[config.mk]
export PLATFORM = sky130hd
export DESIGN_NAME = fcr_frame_end_replacer
export DESIGN_NICKNAME = d
export VERILOG_FILES = /design/src/rtl/fcr_pkg.sv /design/src/rtl/fcr_prev_store.sv /design/src/rtl/fcr_match.sv /design/src/rtl/fcr_out_reg.sv /design/src/rtl/fcr_frame_end_replacer.sv
export SDC_FILE = /design/constraint.sdc
export NUM_CORES = 1
export LEC_CHECK = 0
export ABC_AREA = 1
export BUFFER_PORTS_ARGS = -buffer_cell sky130_fd_sc_hd__buf_2
export CAP_MARGIN = 20
export CORE_MARGIN = 3
export CORE_UTILIZATION = 44
export DETAILED_ROUTE_END_ITERATION = 16
export PLACE_DENSITY = 0.72
export SLEW_MARGIN = 20
export SYNTH_ARGS = -nofsm -noshare
export SYNTH_HDL_FRONTEND = slang
export SYNTH_SLANG_ARGS = --single-unit
[constraint.sdc]
create_clock -name clk -period 1.11 [get_ports clk]
set_clock_uncertainty 0.05 [all_clocks]
set_input_delay 0.1665 -clock clk [delete_from_list [all_inputs] [get_ports clk]]
set_output_delay 0.1665 -clock clk [all_outputs]
set_load 0.02 [all_outputs]
[src/rtl/fcr_pkg.sv]
package fcr_pkg;
  localparam int unsigned OCTET_W = 8;
  typedef logic [OCTET_W-1:0] octet_t;

  // Control-character octet values: K28.3 (lane alignment), K28.7 (frame alignment)
  localparam octet_t K_LANE_ALIGN  = octet_t'(8'h7C);
  localparam octet_t K_FRAME_ALIGN = octet_t'(8'hFC);

  typedef struct packed {
    logic   valid;
    octet_t data;
    logic   ctrl;
    logic   fe;
    logic   mfe;
  } beat_t;

  // Fixed-value rule used while scrambling is on
  function automatic logic fixed_hit(input logic mfe, input octet_t d);
    return mfe ? (d == K_LANE_ALIGN) : (d == K_FRAME_ALIGN);
  endfunction

  // Repetition rule used while scrambling is off
  function automatic logic repeat_hit(input logic ok, input octet_t prev, input octet_t d);
    return ok && (d == prev);
  endfunction

  function automatic octet_t ctrl_code(input logic mfe);
    return mfe ? K_LANE_ALIGN : K_FRAME_ALIGN;
  endfunction
endpackage

[src/rtl/fcr_prev_store.sv]
module fcr_prev_store
  import fcr_pkg::*;
(
  input  logic   clk,
  input  logic   rst_n,
  input  logic   phase,
  input  logic   take,
  input  octet_t octet_in,
  output octet_t prev_q,
  output logic   prev_ok_q
);
  always_ff @(posedge clk) begin
    if (!rst_n) begin
      prev_q    <= '0;
      prev_ok_q <= 1'b0;
    end else if (!phase) begin
      prev_ok_q <= 1'b0;
    end else if (take) begin
      prev_q    <= octet_in;
      prev_ok_q <= 1'b1;
    end
  end

  AST_PREV_FORGOTTEN: assert property (@(posedge clk) disable iff (!rst_n)
    !phase |=> !prev_ok_q);

  AST_PREV_IS_ORIGINAL: assert property (@(posedge clk) disable iff (!rst_n)
    (phase && take) |=> (prev_ok_q && prev_q == $past(octet_in)));
endmodule

[src/rtl/fcr_match.sv]
module fcr_match
  import fcr_pkg::*;
(
  input  logic   valid,
  input  octet_t octet_in,
  input  logic   fe,
  input  logic   mfe,
  input  logic   phase,
  input  logic   scr_en,
  input  octet_t prev,
  input  logic   prev_ok,
  output logic   hit_repeat,
  output logic   hit_fixed,
  output logic   replace,
  output octet_t code
);
  logic at_end;

  always_comb begin
    at_end     = valid && phase && fe;
    hit_repeat = at_end && !scr_en && repeat_hit(prev_ok, prev, octet_in);
    hit_fixed  = at_end &&  scr_en && fixed_hit(mfe, octet_in);
    replace    = hit_repeat || hit_fixed;
    code       = replace ? ctrl_code(mfe) : octet_in;
  end
endmodule

[src/rtl/fcr_out_reg.sv]
module fcr_out_reg
  import fcr_pkg::*;
(
  input  logic  clk,
  input  logic  rst_n,
  input  beat_t beat_d,
  output beat_t beat_q
);
  always_ff @(posedge clk) begin
    if (!rst_n) beat_q <= '0;
    else        beat_q <= beat_d;
  end

  AST_ONE_CYCLE_VALID: assert property (@(posedge clk) disable iff (!rst_n)
    beat_d.valid |=> beat_q.valid);

  AST_ONE_CYCLE_MARKERS: assert property (@(posedge clk) disable iff (!rst_n)
    beat_d.valid |=> (beat_q.fe == $past(beat_d.fe) && beat_q.mfe == $past(beat_d.mfe)));
endmodule

[src/rtl/fcr_frame_end_replacer.sv]
module fcr_frame_end_replacer
  import fcr_pkg::*;
(
  input  logic               clk,
  input  logic               rst_n,
  input  logic               in_valid,
  input  logic [OCTET_W-1:0] in_octet,
  input  logic               in_frame_end,
  input  logic               in_mf_end,
  input  logic               in_data_phase,
  input  logic               in_scr_en,
  output logic               out_valid,
  output logic [OCTET_W-1:0] out_octet,
  output logic               out_ctrl,
  output logic               out_frame_end,
  output logic               out_mf_end
);
  octet_t prev_q;
  logic   prev_ok_q;
  logic   hit_repeat, hit_fixed, replace;
  octet_t code;
  beat_t  beat_d, beat_q;
  logic   take_end;

  assign take_end = in_valid && in_frame_end;

  fcr_prev_store u_prev (
    .clk(clk), .rst_n(rst_n), .phase(in_data_phase), .take(take_end),
    .octet_in(in_octet), .prev_q(prev_q), .prev_ok_q(prev_ok_q)
  );

  fcr_match u_match (
    .valid(in_valid), .octet_in(in_octet), .fe(in_frame_end), .mfe(in_mf_end),
    .phase(in_data_phase), .scr_en(in_scr_en), .prev(prev_q), .prev_ok(prev_ok_q),
    .hit_repeat(hit_repeat), .hit_fixed(hit_fixed), .replace(replace), .code(code)
  );

  always_comb begin
    beat_d.valid = in_valid;
    beat_d.data  = code;
    beat_d.ctrl  = replace;
    beat_d.fe    = in_frame_end;
    beat_d.mfe   = in_mf_end;
  end

  fcr_out_reg u_out (.clk(clk), .rst_n(rst_n), .beat_d(beat_d), .beat_q(beat_q));

  assign out_valid     = beat_q.valid;
  assign out_octet     = beat_q.data;
  assign out_ctrl      = beat_q.ctrl;
  assign out_frame_end = beat_q.fe;
  assign out_mf_end    = beat_q.mfe;

  AST_MF_HAS_FE: assert property (@(posedge clk) disable iff (!rst_n)
    (in_valid && in_mf_end) |-> in_frame_end);

  AST_RULES_EXCLUSIVE: assert property (@(posedge clk) disable iff (!rst_n)
    !(hit_repeat && hit_fixed));

  AST_IDLE_NO_CTRL: assert property (@(posedge clk) disable iff (!rst_n)
    !out_valid |-> !out_ctrl);

  AST_CTRL_AT_END: assert property (@(posedge clk) disable iff (!rst_n)
    out_ctrl |-> out_frame_end);

  AST_CTRL_IN_PHASE: assert property (@(posedge clk) disable iff (!rst_n)
    out_ctrl |-> $past(in_data_phase));

  AST_CTRL_CODE: assert property (@(posedge clk) disable iff (!rst_n)
    out_ctrl |-> (out_octet == (out_mf_end ? K_LANE_ALIGN : K_FRAME_ALIGN)));

  AST_RESET_QUIET: assert property (@(posedge clk)
    $past(!rst_n) |-> (!out_valid && !out_ctrl));
endmodule

# Word level (Yosys, flattened, before mapping)
# Index checks and enable logic that the tools add are counted.
[classes]
eq_ne = 3
n_reduce_logical = 12
n_mux = 3
[op_table]
columns = ["cell", "n"]
rows = [
  ["$mux 8", 2],
  ["$eq 8x7->1 const B", 1],
  ["$eq 8x8->1", 1],
  ["$eq 8x8->1 const B", 1],
  ["$logic_and 1x1->1", 8],
  ["$reduce_and 2->1", 2],
  ["$logic_not 1->1", 1],
  ["$logic_or 1x1->1", 1],
  ["$mux 1", 1],
]
[totals]
wordCells = 25
out_inout_bits = 12
inputBits = 15
regBits = 21

# Longest topological paths before layout
[depth]
ltp_word = 6
depth_mapped = 11
mapped_depth_nobuf = 11

# Modules after synthesis
# From an unflattened synthesis, not the netlist that was laid out.
[hier_totals]
hier_cells = 171
hier_area_um2 = 1053.5
[modules_own_cells]
columns = ["mod", "area_each_um2", "cells_each", "n_inst", "seq_area_each_um2"]
rows = [
  ["fcr_prev_store", 369.1, 55, 1, 180.2],
  ["fcr_out_reg", 341.6, 37, 1, 240.2],
  ["fcr_match", 335.3, 77, 1, 0.0],
  ["fcr_frame_end_replacer", 7.5, 2, 1, 0.0],
]

# Worst setup path before layout
# No wires, ideal clock.
[synth_path]
kind = "register to register"
startpoint = "register u_prev.prev_q[7]"
endpoint = "register u_out.beat_q[4] (netlist name)"
setup_ps = 114
synth_period_minus_slack_ps = 1103
path_stages_with_launch = 10
path_buffers = 0
arrival_ps = 939
path_slack_ps = 7
required_time_ps = 946
path_cell_list = "dfxtp_1 > inv_1 > a21oi_1 > nand2_1 > nor2_1 > nand3_1 > nand2_2 > nand2_1 > nand2_1 > nor2_1"
[synth_via]
elab_chain_cells = 5
[synth_lines]
columns = ["element", "line", "rtl"]
rows = [
  ["start: declaration", "fcr_prev_store.sv:9", "output octet_t prev_q,"],
  ["start signal: assignment", "fcr_prev_store.sv:19", "prev_q <= octet_in;"],
  ["$eq 8x8->1", "fcr_pkg.sv:24", "return ok && (d == prev);"],
  ["$logic_and 1x1->1", "fcr_pkg.sv:24", ""],
  ["$logic_and 1x1->1", "fcr_match.sv:21", "hit_repeat = at_end && !scr_en && repeat_hit(prev_ok, prev, octet_in);"],
  ["$logic_or 1x1->1", "fcr_match.sv:23", "replace = hit_repeat || hit_fixed;"],
  ["$mux 8", "fcr_match.sv:24", "code = replace ? ctrl_code(mfe) : octet_in;"],
]
# No other way between the ends.
# A chain may end at the register's enable or synchronous reset.

# Final worst setup path
[layout_path]
startpoint = "register u_prev.prev_q[3]"
endpoint = "register u_out.beat_q[5] (netlist name)"
[layout_via]
elab_chain_cells = 5
[layout_lines]
columns = ["element", "line"]
rows = [
  ["$eq 8x8->1", "fcr_pkg.sv:24"],
  ["$logic_and 1x1->1", "fcr_pkg.sv:24"],
  ["$logic_and 1x1->1", "fcr_match.sv:21"],
  ["$logic_or 1x1->1", "fcr_match.sv:23"],
  ["$mux 8", "fcr_match.sv:24"],
]
# No other way between the ends.

==> key figures <==
Pwr
  • Seq pwr share: 0.555
  • Leak: 0.665 nW
  • Psw: a little over 0.4 mW
  • Maximum VDD drop: ~0.94 mV
  • P_int: between 1 and 1.5 mW
  • Total power: ~1.5 mW
  • Sw frac: 0.284
  • Combinational Power Share: 0.195
  • Clock power frac: 0.250
  • Pwr dens: approximately 1200 nW/µm²

Layout
  • Most frequent cells in the layout: 35 x nand2_1, 26 x buf_2, 22 x inv_1
  • Ant diodes: 0
  • Leading cell type in the layout, fill and taps excluded: nand2_1
  • Nets: a little under 200
  • Post-Layout Cell Count: between 200 and 250
  • Share of layout cells above drive strength 1: 0.369
  • Layout area overhead: 35.1%

Worst setup path
  • WP data required: around 1.3 ns
  • Crit Path Category: reg -> reg
  • Startpoint Class: flip-flop
  • Worst R2R Start: u_prev.prev_q[3]
  • CP max FO: 6
  • Setup crit start: u_prev.prev_q[3]
  • Crit path cell chain: inv_2 > nand2_2 > nand2_2 > inv_2 > nand2_2 > nor2_2 > nand3_1 > nand2_2 > nand3_4 > o21ai_1
  • Critical Path AT: ~1.4 ns
  • Most frequent CP cell: nand2_2
  • Largest stage delay on the critical path: 0.34 ns
  • Crit-path slowest cell: dfxtp_2
  • Crit path capture type: flip-flop

Global route
  • GR Util All Layers: 0.175
  • First-pass GRT wire length: roughly 3400 µm
  • Pin count of the biggest net entering global routing: 18
  • Grt ovf: 0
  • Vias in the first global route: a little under 800
  • Initial antenna violation count: 0

Clock network
  • H-tree Lvls: 1
  • Number of clock sinks: 21
  • Worst-Skew Late Latency: between 0.3 and 0.4 ns
  • CTS tree: done
  • Cts bufs inserted: 3
  • Clock root cell: clkbuf_4
  • Max clock buf depth: 2
  • Worst-path clk slew: approximately 0.11 ns

Placement
  • GP Congestion: slightly below 0.8
  • Final HPWL DP: ~1600 µm
  • PortBufs: 26
  • Cells after DPL: 199
  • Setup WS pre-CTS: -0.155 ns

Yosys
  • Post-synth cell types: 16
  • Post-synth net total: roughly 150
  • Syn avg cell area: roughly 6.7 µm²
  • Yosys top cell by area: dfxtp_1
  • Yosys top cell area share: 0.452
  • Sequential fraction of the synthesis area: 0.452
  • Register bit count reported by yosys: 21
  • Synth Instances: approximately 140
  • Ranking of synthesized cells by area: dfxtp_1 45%, nand2_1 17%, inv_1 10%
  • Ys Warns: 0
  • Post-Syn Area: 931 µm²

STA
  • Worst setup margin: -0.132 ns
  • Min Tclk post-route: between 1 and 1.5 ns
  • Hold_ws: slightly above 0.01 ns
  • Setup TNS: -0.924 ns
  • Final hold vios: 0
  • Fmax: 0.805 GHz
  • Slew HR: 0.779
  • Max-slew violation count: 0
  • Tcrit/Tclk final: 1.12
  • RSZ-0062 raised after global routing: true
  • Least-Margin Pin Slew: ~0.33 ns
  • Final setup violation count: 9

Detailed routing
  • DR pass1 iterations: 4
  • DR vias: between 900 and 1,000
  • Detailed-route wire length: roughly 2200 µm
  • DR WL/cell: around 11 µm
  • Via-to-Cell Ratio: about 4.6
  • Number of remaining DRC errors: 0
  • DRT antenna net count: 0
  • Initial drt markers: 18

Hold path
  • Hold/Removal Path Class: in -> reg
  • Min-Delay Startpoint: in_mf_end

Floorplanning
  • Die area: 2700 µm²
  • Die span in x: 52.0 µm
  • Initial Utilization: 0.470
  • Core area: between 1500 and 2000 µm²
  • Die height: slightly above 50 µm
  • Row Count: 16
  • # IOs: 27

Flow run
  • Max_cap viols: 0

Outcome
  • Failing checks: setup timing
  • Status: complete, but fails checks
[cell type report]
type / count / area [µm²]
fill: 188 / 724
multi-input combinational: 89 / 443
inverter: 26 / 97.6
clock buffer: 3 / 22.5
sequential: 21 / 425
tap: 27 / 33.8
timing repair buffer: 39 / 230
clock inverter: 1 / 5.00
[worst max-delay path: cells and delay by family, from the launching register on]
kind | cells | cell delay (ns)
AO/OA/AOI/OAI | 1 | 0.11
buffers and inverters | 2 | 0.09
AND/OR/NAND/NOR | 7 | 0.58
flip-flops | 1 | 0.34
[timing repair]
item,CTS,global route
hold endpoints to repair,1,0
setup buffers,1,1
setup endpoints to repair,9,9
gates resized for setup,5,20
hold buffers,1,0
pin swaps,0,7
[stage by stage]
step / utilization / cell area (µm²)
final: 0.634 / 1260
after global routing: 0.634 / 1260
after CTS: 0.610 / 1210
after detailed placement: 0.584 / 1160
after global placement: 0.584 / 1160
after floorplan: - / 931
[cells in the mapped netlist, drive strengths merged]
| library cell | number |
|---|---|
| inv | 26 |
| nand3 | 8 |
| nand3b | 1 |
| buf | 2 |
| o21ai | 11 |
| or2 | 1 |
| nor2 | 11 |
| nand4 | 2 |
| nand2 | 43 |
| a21oi | 11 |
| nor3 | 1 |
| dfxtp | 21 |
[state kept, by name, indices dropped and copies added (netlist names)]
register,cells
u_prev.prev_q,8
u_prev.prev_ok_q,1
u_out.beat_q,12
[per-layer routing]
metal	vias to the layer above	GRT usage	wire length, µm
met5	-	0	0
met4	0	0.0524	18
met3	4	0.0630	114
met2	20	0.295	1110
met1	410	0.205	949
li1	505	-	-
[power by group through the flow]
stage	sequential [mW]	combinational (mW)	clock, mW
5_1_grt	0.812	0.315	0.410
3_5_place_dp	0.822	0.249	0
4_1_cts	0.806	0.256	0.380
3_3_place_gp	0.821	0.245	0
2_1_floorplan	0.851	0.110	0
6_report	0.808	0.283	0.364
[worst paths after layout]
path | slack (ns) | endpoint | depth (start not counted)
max reg2reg | -0.13 | u_out.beat_q[5] | 10
min | 0.01 | u_out.beat_q[0] | 3
max | -0.13 | u_out.beat_q[5] | 10
min reg2reg | 0.43 | u_prev.prev_q[2] | 2
[logic make-up after synthesis]
group | after synthesis | share of synthesized area
flops | 21 | 0.452
buf+inv | 28 | 0.118
compound gates | 22 | 0.122
simple gates | 67 | 0.308
No activity file was read; power rests on OpenSTA's default activity.
